## src/rtl/flb_pkg.sv

```systemverilog
package flb_pkg;

    typedef enum logic [1:0] {
        ST_IDLE  = 2'd0,
        ST_FETCH = 2'd1,
        ST_PF    = 2'd2
    } fsm_e;

    localparam logic [1:0] SZ_BYTE = 2'd0;
    localparam logic [1:0] SZ_HALF = 2'd1;
    localparam logic [1:0] SZ_WORD = 2'd2;
    localparam logic [1:0] SZ_RSVD = 2'd3;

endpackage

```

## src/rtl/flb_req_check.sv

```systemverilog
module flb_req_check
    import flb_pkg::*;
(
    input  logic [1:0] lo_addr,
    input  logic [1:0] size,
    input  logic       wr,
    output logic       err
);
    // accesses leaving their 32-bit container and non-word writes fail
    always_comb begin
        case (size)
            SZ_BYTE: err = wr;
            SZ_HALF: err = wr || (lo_addr == 2'd3);
            SZ_WORD: err = (lo_addr != 2'd0);
            default: err = 1'b1;
        endcase
    end
endmodule

```

## src/rtl/flb_lookup.sv

```systemverilog
module flb_lookup #(
    parameter int NBUF  = 4,
    parameter int LW    = 16,
    parameter int IDX_W = 2
) (
    input  logic [NBUF-1:0]         vld,
    input  logic [NBUF-1:0][LW-1:0] tag,
    input  logic [LW-1:0]           line,
    output logic                    hit,
    output logic [IDX_W-1:0]        idx
);
    logic [NBUF-1:0] match;

    for (genvar g = 0; g < NBUF; g++) begin : g_cmp
        assign match[g] = vld[g] && (tag[g] == line);
    end

    always_comb begin
        hit = |match;
        idx = '0;
        for (int i = NBUF - 1; i >= 0; i--) begin
            if (match[i]) idx = IDX_W'(i);
        end
    end
endmodule

```

## src/rtl/flb_lru.sv

```systemverilog
module flb_lru #(
    parameter int NBUF  = 4,
    parameter int IDX_W = 2
) (
    input  logic             clk,
    input  logic             rst_n,
    input  logic             touch,
    input  logic [IDX_W-1:0] touch_idx,
    output logic [IDX_W-1:0] lru_idx
);
    // age 0 is most recent, NBUF-1 is the victim; ages stay a permutation
    logic [NBUF-1:0][IDX_W-1:0] age_d, age_q;

    always_comb begin
        age_d = age_q;
        if (touch) begin
            for (int i = 0; i < NBUF; i++) begin
                if (IDX_W'(i) == touch_idx) begin
                    age_d[i] = '0;
                end else if (age_q[i] < age_q[touch_idx]) begin
                    age_d[i] = age_q[i] + IDX_W'(1);
                end
            end
        end
        lru_idx = '0;
        for (int i = 0; i < NBUF; i++) begin
            if (age_q[i] == IDX_W'(NBUF - 1)) lru_idx = IDX_W'(i);
        end
    end

    always_ff @(posedge clk or negedge rst_n) begin
        if (!rst_n) begin
            for (int i = 0; i < NBUF; i++) age_q[i] <= IDX_W'(i);
        end else begin
            age_q <= age_d;
        end
    end
endmodule

```

## src/rtl/flb_line_buf.sv

```systemverilog
module flb_line_buf
    import flb_pkg::*;
#(
    parameter int  AW     = 20,
    parameter int  NBUF   = 4,
    parameter int  LINE_W = 128,
    parameter int  BUS_W  = 64,
    parameter int  WAIT_W = 4,
    localparam int OFF_W  = $clog2(LINE_W / 8),
    localparam int LW     = AW - OFF_W
) (
    input  logic              clk,
    input  logic              rst_n,
    input  logic              pf_en,
    input  logic [WAIT_W-1:0] code_wait,
    input  logic [WAIT_W-1:0] data_wait,
    input  logic              req_valid,
    output logic              req_ready,
    input  logic              req_write,
    input  logic [AW-1:0]     req_addr,
    input  logic [1:0]        req_size,
    output logic              rsp_valid,
    output logic              rsp_err,
    output logic [BUS_W-1:0]  rsp_rdata,
    input  logic              inv_valid,
    input  logic [AW-1:0]     inv_addr,
    output logic              code_rd,
    output logic [LW-1:0]     code_line,
    input  logic [LINE_W-1:0] code_rdata,
    output logic              data_rd,
    output logic [LW-1:0]     data_line,
    input  logic [LINE_W-1:0] data_rdata
);
    localparam int BYTE_W = $clog2(BUS_W / 8);
    localparam int HSEL_W = OFF_W - BYTE_W;
    localparam int IDX_W  = $clog2(NBUF);

    typedef struct packed {
        fsm_e                          st;
        logic [WAIT_W-1:0]             cnt;
        logic                          bank;
        logic [LW-1:0]                 fline;
        logic [HSEL_W-1:0]             fhalf;
        logic                          dmd;
        logic                          kill;
        logic                          pend_v;
        logic                          pend_bank;
        logic [LW-1:0]                 pend_line;
        logic [HSEL_W-1:0]             pend_half;
        logic [NBUF-1:0]               vld;
        logic [NBUF-1:0][LW-1:0]       tag;
        logic [NBUF-1:0][LINE_W-1:0]   dat;
        logic                          hvld;
        logic [LW-1:0]                 htag;
        logic [LINE_W-1:0]             hdat;
        logic                          rsp_v;
        logic                          rsp_e;
        logic [BUS_W-1:0]              rsp_d;
        logic                          crd;
        logic                          drd;
    } state_t;

    state_t d, q;

    logic [LW-1:0]     req_line, inv_line, pf_line;
    logic              req_bank;
    logic [HSEL_W-1:0] req_half;
    logic              rq_err, rhit, phit;
    logic [IDX_W-1:0]  ridx, pidx, lru_idx;
    logic [WAIT_W-1:0] cur_wait, lat_m1;
    logic              busy, last, fill_now, acc, kill_now, pf_ok;
    logic              touch;
    logic [IDX_W-1:0]  touch_idx;
    logic [LINE_W-1:0] fill_line;
    logic              unused_bits;

    assign req_line = req_addr[AW-1:OFF_W];
    assign req_bank = req_addr[AW-1];
    assign req_half = req_addr[OFF_W-1:BYTE_W];
    assign inv_line = inv_addr[AW-1:OFF_W];
    assign pf_line  = q.fline + LW'(1);
    assign unused_bits = ^{req_addr[BYTE_W-1:0], inv_addr[OFF_W-1:0], pidx};

    flb_req_check u_check (
        .lo_addr (req_addr[1:0]),
        .size    (req_size),
        .wr      (req_write),
        .err     (rq_err)
    );

    flb_lookup #(.NBUF(NBUF), .LW(LW), .IDX_W(IDX_W)) u_req_lookup (
        .vld  (q.vld),
        .tag  (q.tag),
        .line (req_line),
        .hit  (rhit),
        .idx  (ridx)
    );

    flb_lookup #(.NBUF(NBUF), .LW(LW), .IDX_W(IDX_W)) u_pf_lookup (
        .vld  (q.vld),
        .tag  (q.tag),
        .line (pf_line),
        .hit  (phit),
        .idx  (pidx)
    );

    flb_lru #(.NBUF(NBUF), .IDX_W(IDX_W)) u_lru (
        .clk       (clk),
        .rst_n     (rst_n),
        .touch     (touch),
        .touch_idx (touch_idx),
        .lru_idx   (lru_idx)
    );

    always_comb begin
        cur_wait  = q.bank ? data_wait : code_wait;
        lat_m1    = (cur_wait == '0) ? '0 : cur_wait - WAIT_W'(1);
        busy      = (q.st != ST_IDLE);
        last      = busy && (q.cnt == lat_m1);
        fill_now  = last;
        req_ready = (q.st == ST_IDLE) || ((q.st == ST_PF) && !q.pend_v && !last);
        acc       = req_valid && req_ready;
        kill_now  = q.kill || (inv_valid && (inv_line == q.fline));
        fill_line = q.bank ? data_rdata : code_rdata;
        pf_ok     = pf_en && !q.bank && !pf_line[LW-1] && !phit;
        touch     = (acc && !rq_err && !req_write && !req_bank && rhit)
                  || (fill_now && !q.bank && !kill_now);
        touch_idx = fill_now ? lru_idx : ridx;
    end

    always_comb begin
        d       = q;
        d.rsp_v = 1'b0;
        d.rsp_e = 1'b0;
        d.rsp_d = '0;
        d.crd   = 1'b0;
        d.drd   = 1'b0;

        // explicit invalidate
        if (inv_valid) begin
            for (int i = 0; i < NBUF; i++) begin
                if (q.tag[i] == inv_line) d.vld[i] = 1'b0;
            end
            if (q.htag == inv_line) d.hvld = 1'b0;
            if (busy && (q.fline == inv_line)) d.kill = 1'b1;
        end

        if (acc) begin
            if (rq_err) begin
                d.rsp_v = 1'b1;
                d.rsp_e = 1'b1;
            end else if (req_write) begin
                d.rsp_v = 1'b1;
                for (int i = 0; i < NBUF; i++) begin
                    if (q.tag[i] == req_line) d.vld[i] = 1'b0;
                end
                if (q.htag == req_line) d.hvld = 1'b0;
                if (busy && (q.fline == req_line)) d.kill = 1'b1;
            end else if (!req_bank && rhit) begin
                d.rsp_v = 1'b1;
                d.rsp_d = q.dat[ridx][int'(req_half)*BUS_W +: BUS_W];
            end else if (req_bank && q.hvld && (q.htag == req_line)) begin
                d.rsp_v = 1'b1;
                d.rsp_d = q.hdat[int'(req_half)*BUS_W +: BUS_W];
            end else if (q.st == ST_IDLE) begin
                d.st    = ST_FETCH;
                d.cnt   = '0;
                d.bank  = req_bank;
                d.fline = req_line;
                d.fhalf = req_half;
                d.dmd   = 1'b1;
                d.kill  = 1'b0;
                d.crd   = !req_bank;
                d.drd   = req_bank;
            end else if (!req_bank && (req_line == q.fline)) begin
                // join the prefetch already under way
                d.dmd   = 1'b1;
                d.fhalf = req_half;
            end else begin
                d.pend_v    = 1'b1;
                d.pend_bank = req_bank;
                d.pend_line = req_line;
                d.pend_half = req_half;
            end
        end

        if (busy) begin
            if (!last) begin
                d.cnt = q.cnt + WAIT_W'(1);
            end else begin
                d.cnt  = '0;
                d.dmd  = 1'b0;
                d.kill = 1'b0;
                if (!kill_now) begin
                    if (q.bank) begin
                        d.hvld = 1'b1;
                        d.htag = q.fline;
                        d.hdat = fill_line;
                    end else begin
                        d.vld[lru_idx] = 1'b1;
                        d.tag[lru_idx] = q.fline;
                        d.dat[lru_idx] = fill_line;
                    end
                end
                if (q.dmd) begin
                    d.rsp_v = 1'b1;
                    d.rsp_d = fill_line[int'(q.fhalf)*BUS_W +: BUS_W];
                end
                if ((q.st == ST_FETCH) && pf_ok) begin
                    d.st    = ST_PF;
                    d.bank  = 1'b0;
                    d.fline = pf_line;
                    d.crd   = 1'b1;
                end else if (q.pend_v) begin
                    d.st     = ST_FETCH;
                    d.bank   = q.pend_bank;
                    d.fline  = q.pend_line;
                    d.fhalf  = q.pend_half;
                    d.dmd    = 1'b1;
                    d.pend_v = 1'b0;
                    d.crd    = !q.pend_bank;
                    d.drd    = q.pend_bank;
                end else begin
                    d.st = ST_IDLE;
                end
            end
        end
    end

    always_ff @(posedge clk or negedge rst_n) begin
        if (!rst_n) q <= '0;
        else        q <= d;
    end

    assign rsp_valid = q.rsp_v;
    assign rsp_err   = q.rsp_e;
    assign rsp_rdata = q.rsp_d;
    assign code_rd   = q.crd;
    assign data_rd   = q.drd;
    assign code_line = q.fline;
    assign data_line = q.fline;
endmodule

```

## config.mk

```make
export PLATFORM = sky130hd
export DESIGN_NAME = flb_line_buf
export DESIGN_NICKNAME = d
export VERILOG_FILES = /design/src/rtl/flb_pkg.sv /design/src/rtl/flb_req_check.sv /design/src/rtl/flb_lookup.sv /design/src/rtl/flb_lru.sv /design/src/rtl/flb_line_buf.sv
export SDC_FILE = /design/constraint.sdc
export NUM_CORES = 2
export LEC_CHECK = 0
export BUFFER_PORTS_ARGS = -buffer_cell sky130_fd_sc_hd__buf_2
export CORE_MARGIN = 3
export CORE_UTILIZATION = 25
export DETAILED_ROUTE_END_ITERATION = 8
export GPL_TIMING_DRIVEN = 1
export PLACE_DENSITY = 0.52
export SETUP_SLACK_MARGIN = 0.15
export SYNTH_ARGS = -nofsm -noshare
export SYNTH_HDL_FRONTEND = slang
export SYNTH_SLANG_ARGS = --single-unit
```

## constraint.sdc

```tcl
create_clock -name clk -period 3.5 [get_ports clk]
set_input_delay 0 -clock clk [delete_from_list [all_inputs] [get_ports clk]]
set_output_delay 0 -clock clk [all_outputs]
set_load 0.02 [all_outputs]
```

# ---- Word level (Yosys, flattened, before mapping)
# Index checks and enable logic that the tools add are counted.
dict set report totals {
  out_inout_bits 101
  memories 0
  latch_bits 0
  mem_bits_ro 0
  register_bits 846
  inputBits 312
  mem_bits_rw 0
}
dict set report classes {
  div 0
  eq_ne 34
  reduce_logical 66
  bitwise_logic 9
  mul 0
  shifts 3
  mux 100
  n_addsub 7
  order_cmp 8
}
# cell n
set ops {}
lappend ops {{$mux 726} 2}
lappend ops {{$mux 725} 1}
lappend ops {{$mux 580} 1}
lappend ops {{$bwmux 512} 1}
lappend ops {{$mux 128} 3}
lappend ops {{$shiftx 128x8->64} 3}
lappend ops {{$eq 16x16->1} 18}
lappend ops {{$mux 66} 4}
lappend ops {{$bmux 128 s2} 1}
lappend ops {{$demux 128 s2} 1}
lappend ops {{$mux 64} 3}
lappend ops {{$mux 145} 1}
lappend ops {{$mux 49} 2}
lappend ops {{$mux 45} 2}
lappend ops {{$mux 19} 4}
lappend ops {{$mux 68} 1}
lappend ops {{$bwmux 64} 1}
lappend ops {{$mux 2} 25}
lappend ops {{$demux 16 s2} 1}
lappend ops {{$mux 1} 32}
lappend ops {{$logic_and 1x1->1} 30}
lappend ops {{$mux 27} 1}
lappend ops {{$mux 25} 1}
lappend ops {{$mux 23} 1}
lappend ops {{33 further kinds} 87}

# ---- Logic depth before layout (Yosys ltp)
dict set report depth {
  word_depth 17
  ltp_mapped 18
  depth_no_buf 15
}

# ---- By module
# Synthesis repeated with hierarchy kept, for this count alone.
dict set report unflattened {
  cells_unflattened 4014
  area_unflattened_um2 42539.5
}
# mod instances seq_area_each_um2 area_per_inst_um2 cells_each
set modules_own_cells {}
lappend modules_own_cells {flb_line_buf 1 20945.1 40274.9 3745}
lappend modules_own_cells {flb_lookup 2 0.0 765.7 95}
lappend modules_own_cells {flb_lru 1 205.2 705.7 76}
lappend modules_own_cells {flb_req_check 1 0.0 27.5 3}

# ---- Least setup slack after synthesis
# Ideal clock, no wire load.
dict set report synth_timing {
  path_kind {register to register}
  start {register q[831] (netlist bit)}
  end {register u_lru.age_q[1] (netlist bit)}
  required_ps 3382
  path_stages_with_launch 14
  arrival_time_ps 3616
  setup_time_ps 118
  slack_ps -234
  path_buffers 1
  period_less_slack_ps 3734
  path_cell_list {dfrtp_1 -> or4b_1 -> nand4_1 -> nor4b_2 -> o211ai_1 -> or4_1 -> o21a_2 -> buf_2 -> mux2_2 -> o21ai_0 -> ha_1 -> nor3b_1 -> o21ai_0 -> a21o_1}
}
dict set report synth_between {
  elab_chain_cells 15
  elab_cells_between_ends 26
  classes_between {add/sub: 1; order compare: 1; eq/ne: 1; mux: 6; reduce/logical: 17}
}
# item line_no
set synth_rtl {}
lappend synth_rtl {{from (decl)} flb_line_buf.sv:63} ;# state_t d, q;
lappend synth_rtl {{from (signal assigned)} flb_line_buf.sv:231} ;# if (!rst_n) q <= '0;
lappend synth_rtl {{from (signal assigned)} flb_line_buf.sv:232} ;# else q <= d;
lappend synth_rtl {{branches (longest 15 deep; another with $sub 4x1->4)} -}
lappend synth_rtl {{to (signal assigned)} flb_lru.sv:35} ;# age_q <= age_d;
lappend synth_rtl {{to (decl)} flb_lru.sv:12} ;# logic [NBUF-1:0][IDX_W-1:0] age_d, age_q;
# Several ways; the timed one is not identified. The select of a mux whose other input is x is not followed.
# A chain may end at the register's enable or synchronous reset.

# ---- Final worst setup path
# Same ends and word-level chain as after synthesis.

==> flow_summary.toml <==
[worst_hold_path]
hold_path_startpoint = "data_rdata[64]"
hold_class = "primary input to register"
whs_path_depth = 5
min_to = "rsp_rdata[0]$_DFF_PN0_"

[worst_setup_path]
critical-path-slowest-cell = "or4b_4"
cp_data_arrival_time_ns = 4.18
r2r_slack_ns = -0.04
reg2reg_from = "q[831]$_DFF_PN0_"
crit_fanout = 6
end_kind = "register"
slowest_delay_ns = 0.53
critPathKind = "register to register"
worstReg2RegEnd = "u_lru.age_q[1]$_DFFE_PN0P_"
cp.required_ns = 4.14
path_cells = "buf_6, mux2i_2, or4b_4, o41ai_4, o211ai_1, or4_1, o21a_2, mux2_4, o21ai_4, buf_12, ha_4, nor3b_4, nor4b_4, a21o_1"
reg2reg_depth = 14
startpoint_type = "register"

[sta]
fin_skew_ns = 0.0504
rsz0062_at_grt = "yes"
finalMaxSlewViolations = 0
finalCritPeriodShare_pct = 101
setup_viol = 2
final-hold-violation-count = 0
fin_crit_ns = 3.54
fin_tns_setup_ns = -0.0775
slew_headroom_pct = 28.0
worst_slew_pin_slew_ns = 1.08
finalWorstSetupSlack_ns = -0.0431
clock.fmax_mhz = 282

[logic_synthesis]
ys.flop_type = "dfrtp_1"
synth_area_per_cell_sq_um = 10.0
synth_area_sq_um = 42800
yosysSeqAreaShare_pct = 49.4
synth.distinct_cells = 93
synthCells = 4262
synth-seq-cells = 845
yosys_warnings = 0
synth_edf_count = 0
syn_nets = 4584
ys_async_sr_fraction_pct = 100

[clock_network]
clk_latency_ns = 0.73
cts.sinks = 845
cts.path.max_buffers = 3
cts_tree = "built"
cts_buffers = 100
cts_root_buf = "clkbuf_16"
clk_pin_slew_ns = 0.06
htree_levels = 3

[global_route]
first_global_vias = 35200
antenna_found_initial = 5
met2_usage_pct = 27.6
grt_max_degree = 122
grt_pass1_wl_mm = 221
met1_usage_pct = 21.4
grt.met3_usage_pct = 2.00
grt_use_total_pct = 16.3
top_usage_layer = "met2"
grt.overflow.total = 0

[die]
dieArea_sq_um = 176000
ioPinCount = 413
die_w_um = 420
start_util_pct = 25.2
design.core.area_sq_um = 170000
die_height_um = 420
core.rowCount = 151

[place]
port_buffers = 407
place.gp.congestion = 0.897
pre_cts_ws_ns = -0.227
dp_hpwl_mm = 94.7

[routing]
wl_per_cell_um = 21.3
wl_mm = 158
drt.antenna.violating_nets = 0
vias = 35700
drtPass1Iterations = 6
drtIter0Drc = 2377
drc = 0
vias_per_cell = 4.81

[layout]
final_nets = 5436
area_growth_syn_to_layout_pct = 37.5
drive_gt1_share_pct = 26.6

[outcome]
status = "complete, but fails checks"
violations = "negative setup slack"

[power_and_ir_drop]
powerDensity_nw_per_um2 = 648
totalPowerFinal_uw = 38100
irDropWorstVdd_v = 0.000486
p_leak_uw = 0.0255

[job]
drv_cap = 0
## cells in the mapped netlist, types with 25 or more instances
library cell	count	area, sq um
a211oi_1	133	998
a21oi_1	408	2040
a221o_1	60	601
buf_2	96	480
buf_4	107	803
clkbuf_1	219	822
dfrtp_1	841	21000
mux2_2	136	1530
mux2i_1	346	3460
nand2_1	429	1610
nand4_1	44	275
nor2_1	302	1130
nor2b_1	127	795
nor4_1	25	156
o21ai_0	405	2030
o22ai_1	75	469
xnor2_1	190	1660
xor2_1	63	552
## metrics by stage
stage	utilization, %	hold slack [ns]	cells	area, sq um
final	34.7	0.0696	7411	58800
after global routing	34.7	0.0341	7409	58800
after CTS	33.1	0.00419	7317	56200
after detailed placement	29.0	0.123	6807	49100
after global placement	29.0	0.118	6807	49100
after floorplan	-	-0.296	4262	42800
## per-layer routing
metal	vias to the layer above	wire length (um)
li1	16700	-
met1	17900	69600
met2	872	76800
met3	216	6730
met4	0	4380
met5	-	0
## logic make-up after synthesis
group / count (synthesis) / synth area share, %
adder cells (fa/ha/maj): 11 / 0.316
AO/OA/AOI/OAI: 1151 / 15.7
AND/OR/NAND/NOR: 1030 / 11.1
buffers and inverters: 458 / 5.27
flip-flops: 845 / 49.4
multiplexers: 500 / 12.3
XOR/XNOR: 267 / 5.92
## critical path, delay by kind of cell, from the launching register on
family,cells,cell delay (ns)
AND/OR/NAND/NOR,4,1.36
AO/OA/AOI/OAI,5,0.64
flip-flops,1,0.51
multiplexers,2,0.45
buffers and inverters,2,0.28
adder cells (fa/ha/maj),1,0.20
## cells in the final DEF, fill, tap and decap left out, types with 180 or more instances in the layout
cell	n
dfrtp_1	833
mux2i_1	339
nor2_1	298
o21ai_0	362
dlygate4sd3_1	316
xnor2_1	180
buf_2	405
buf_4	302
nand2_1	389
a21oi_1	373
## layout make-up
class / count / area (sq um)
Timing Repair Buffer: 1192 / 10900
Fill cell: 17000 / 111000
Multi-Input combinational cell: 2960 / 20500
Sequential cell: 845 / 21200
Antenna cell: 3 / 7.51
Inverter: 15 / 60.1
Clock buffer: 146 / 2920
Tap cell: 2218 / 2780
Clock inverter: 32 / 517
## what timing repair did
item / CTS / global route
buffers inserted: 13 / 38
hold buffers: 317 / 0
endpoints found under the setup margin: 437 / 549
endpoints found under the hold margin: 1127 / 0
resized for setup: 41 / 293
cloned: 2 / 53
pin swaps: 19 / 59
## how the worst max path moves through the flow
stage,to,cells past startpoint,from
finish,u_lru.age_q[1]$_DFFE_PN0P_,14,q[831]$_DFF_PN0_
CTS,u_lru.age_q[7]$_DFFE_PN1P_,17,q[831]$_DFF_PN0_
floorplan,u_lru.age_q[1]$_DFFE_PN0P_,14,q[831]$_DFF_PN0_
global placement,u_lru.age_q[1]$_DFFE_PN0P_,15,q[831]$_DFF_PN0_
detailed placement,u_lru.age_q[1]$_DFFE_PN0P_,13,q[831]$_DFF_PN0_
global route,u_lru.age_q[1]$_DFFE_PN0P_,14,q[831]$_DFF_PN0_
## power by group
group	total [uW]	switching, uW	internal (uW)
combinational	14200	7360	6790
clock	10900	4450	6460
sequential	13000	1320	11700
Note: power is estimated with default switching activity, not from simulation.
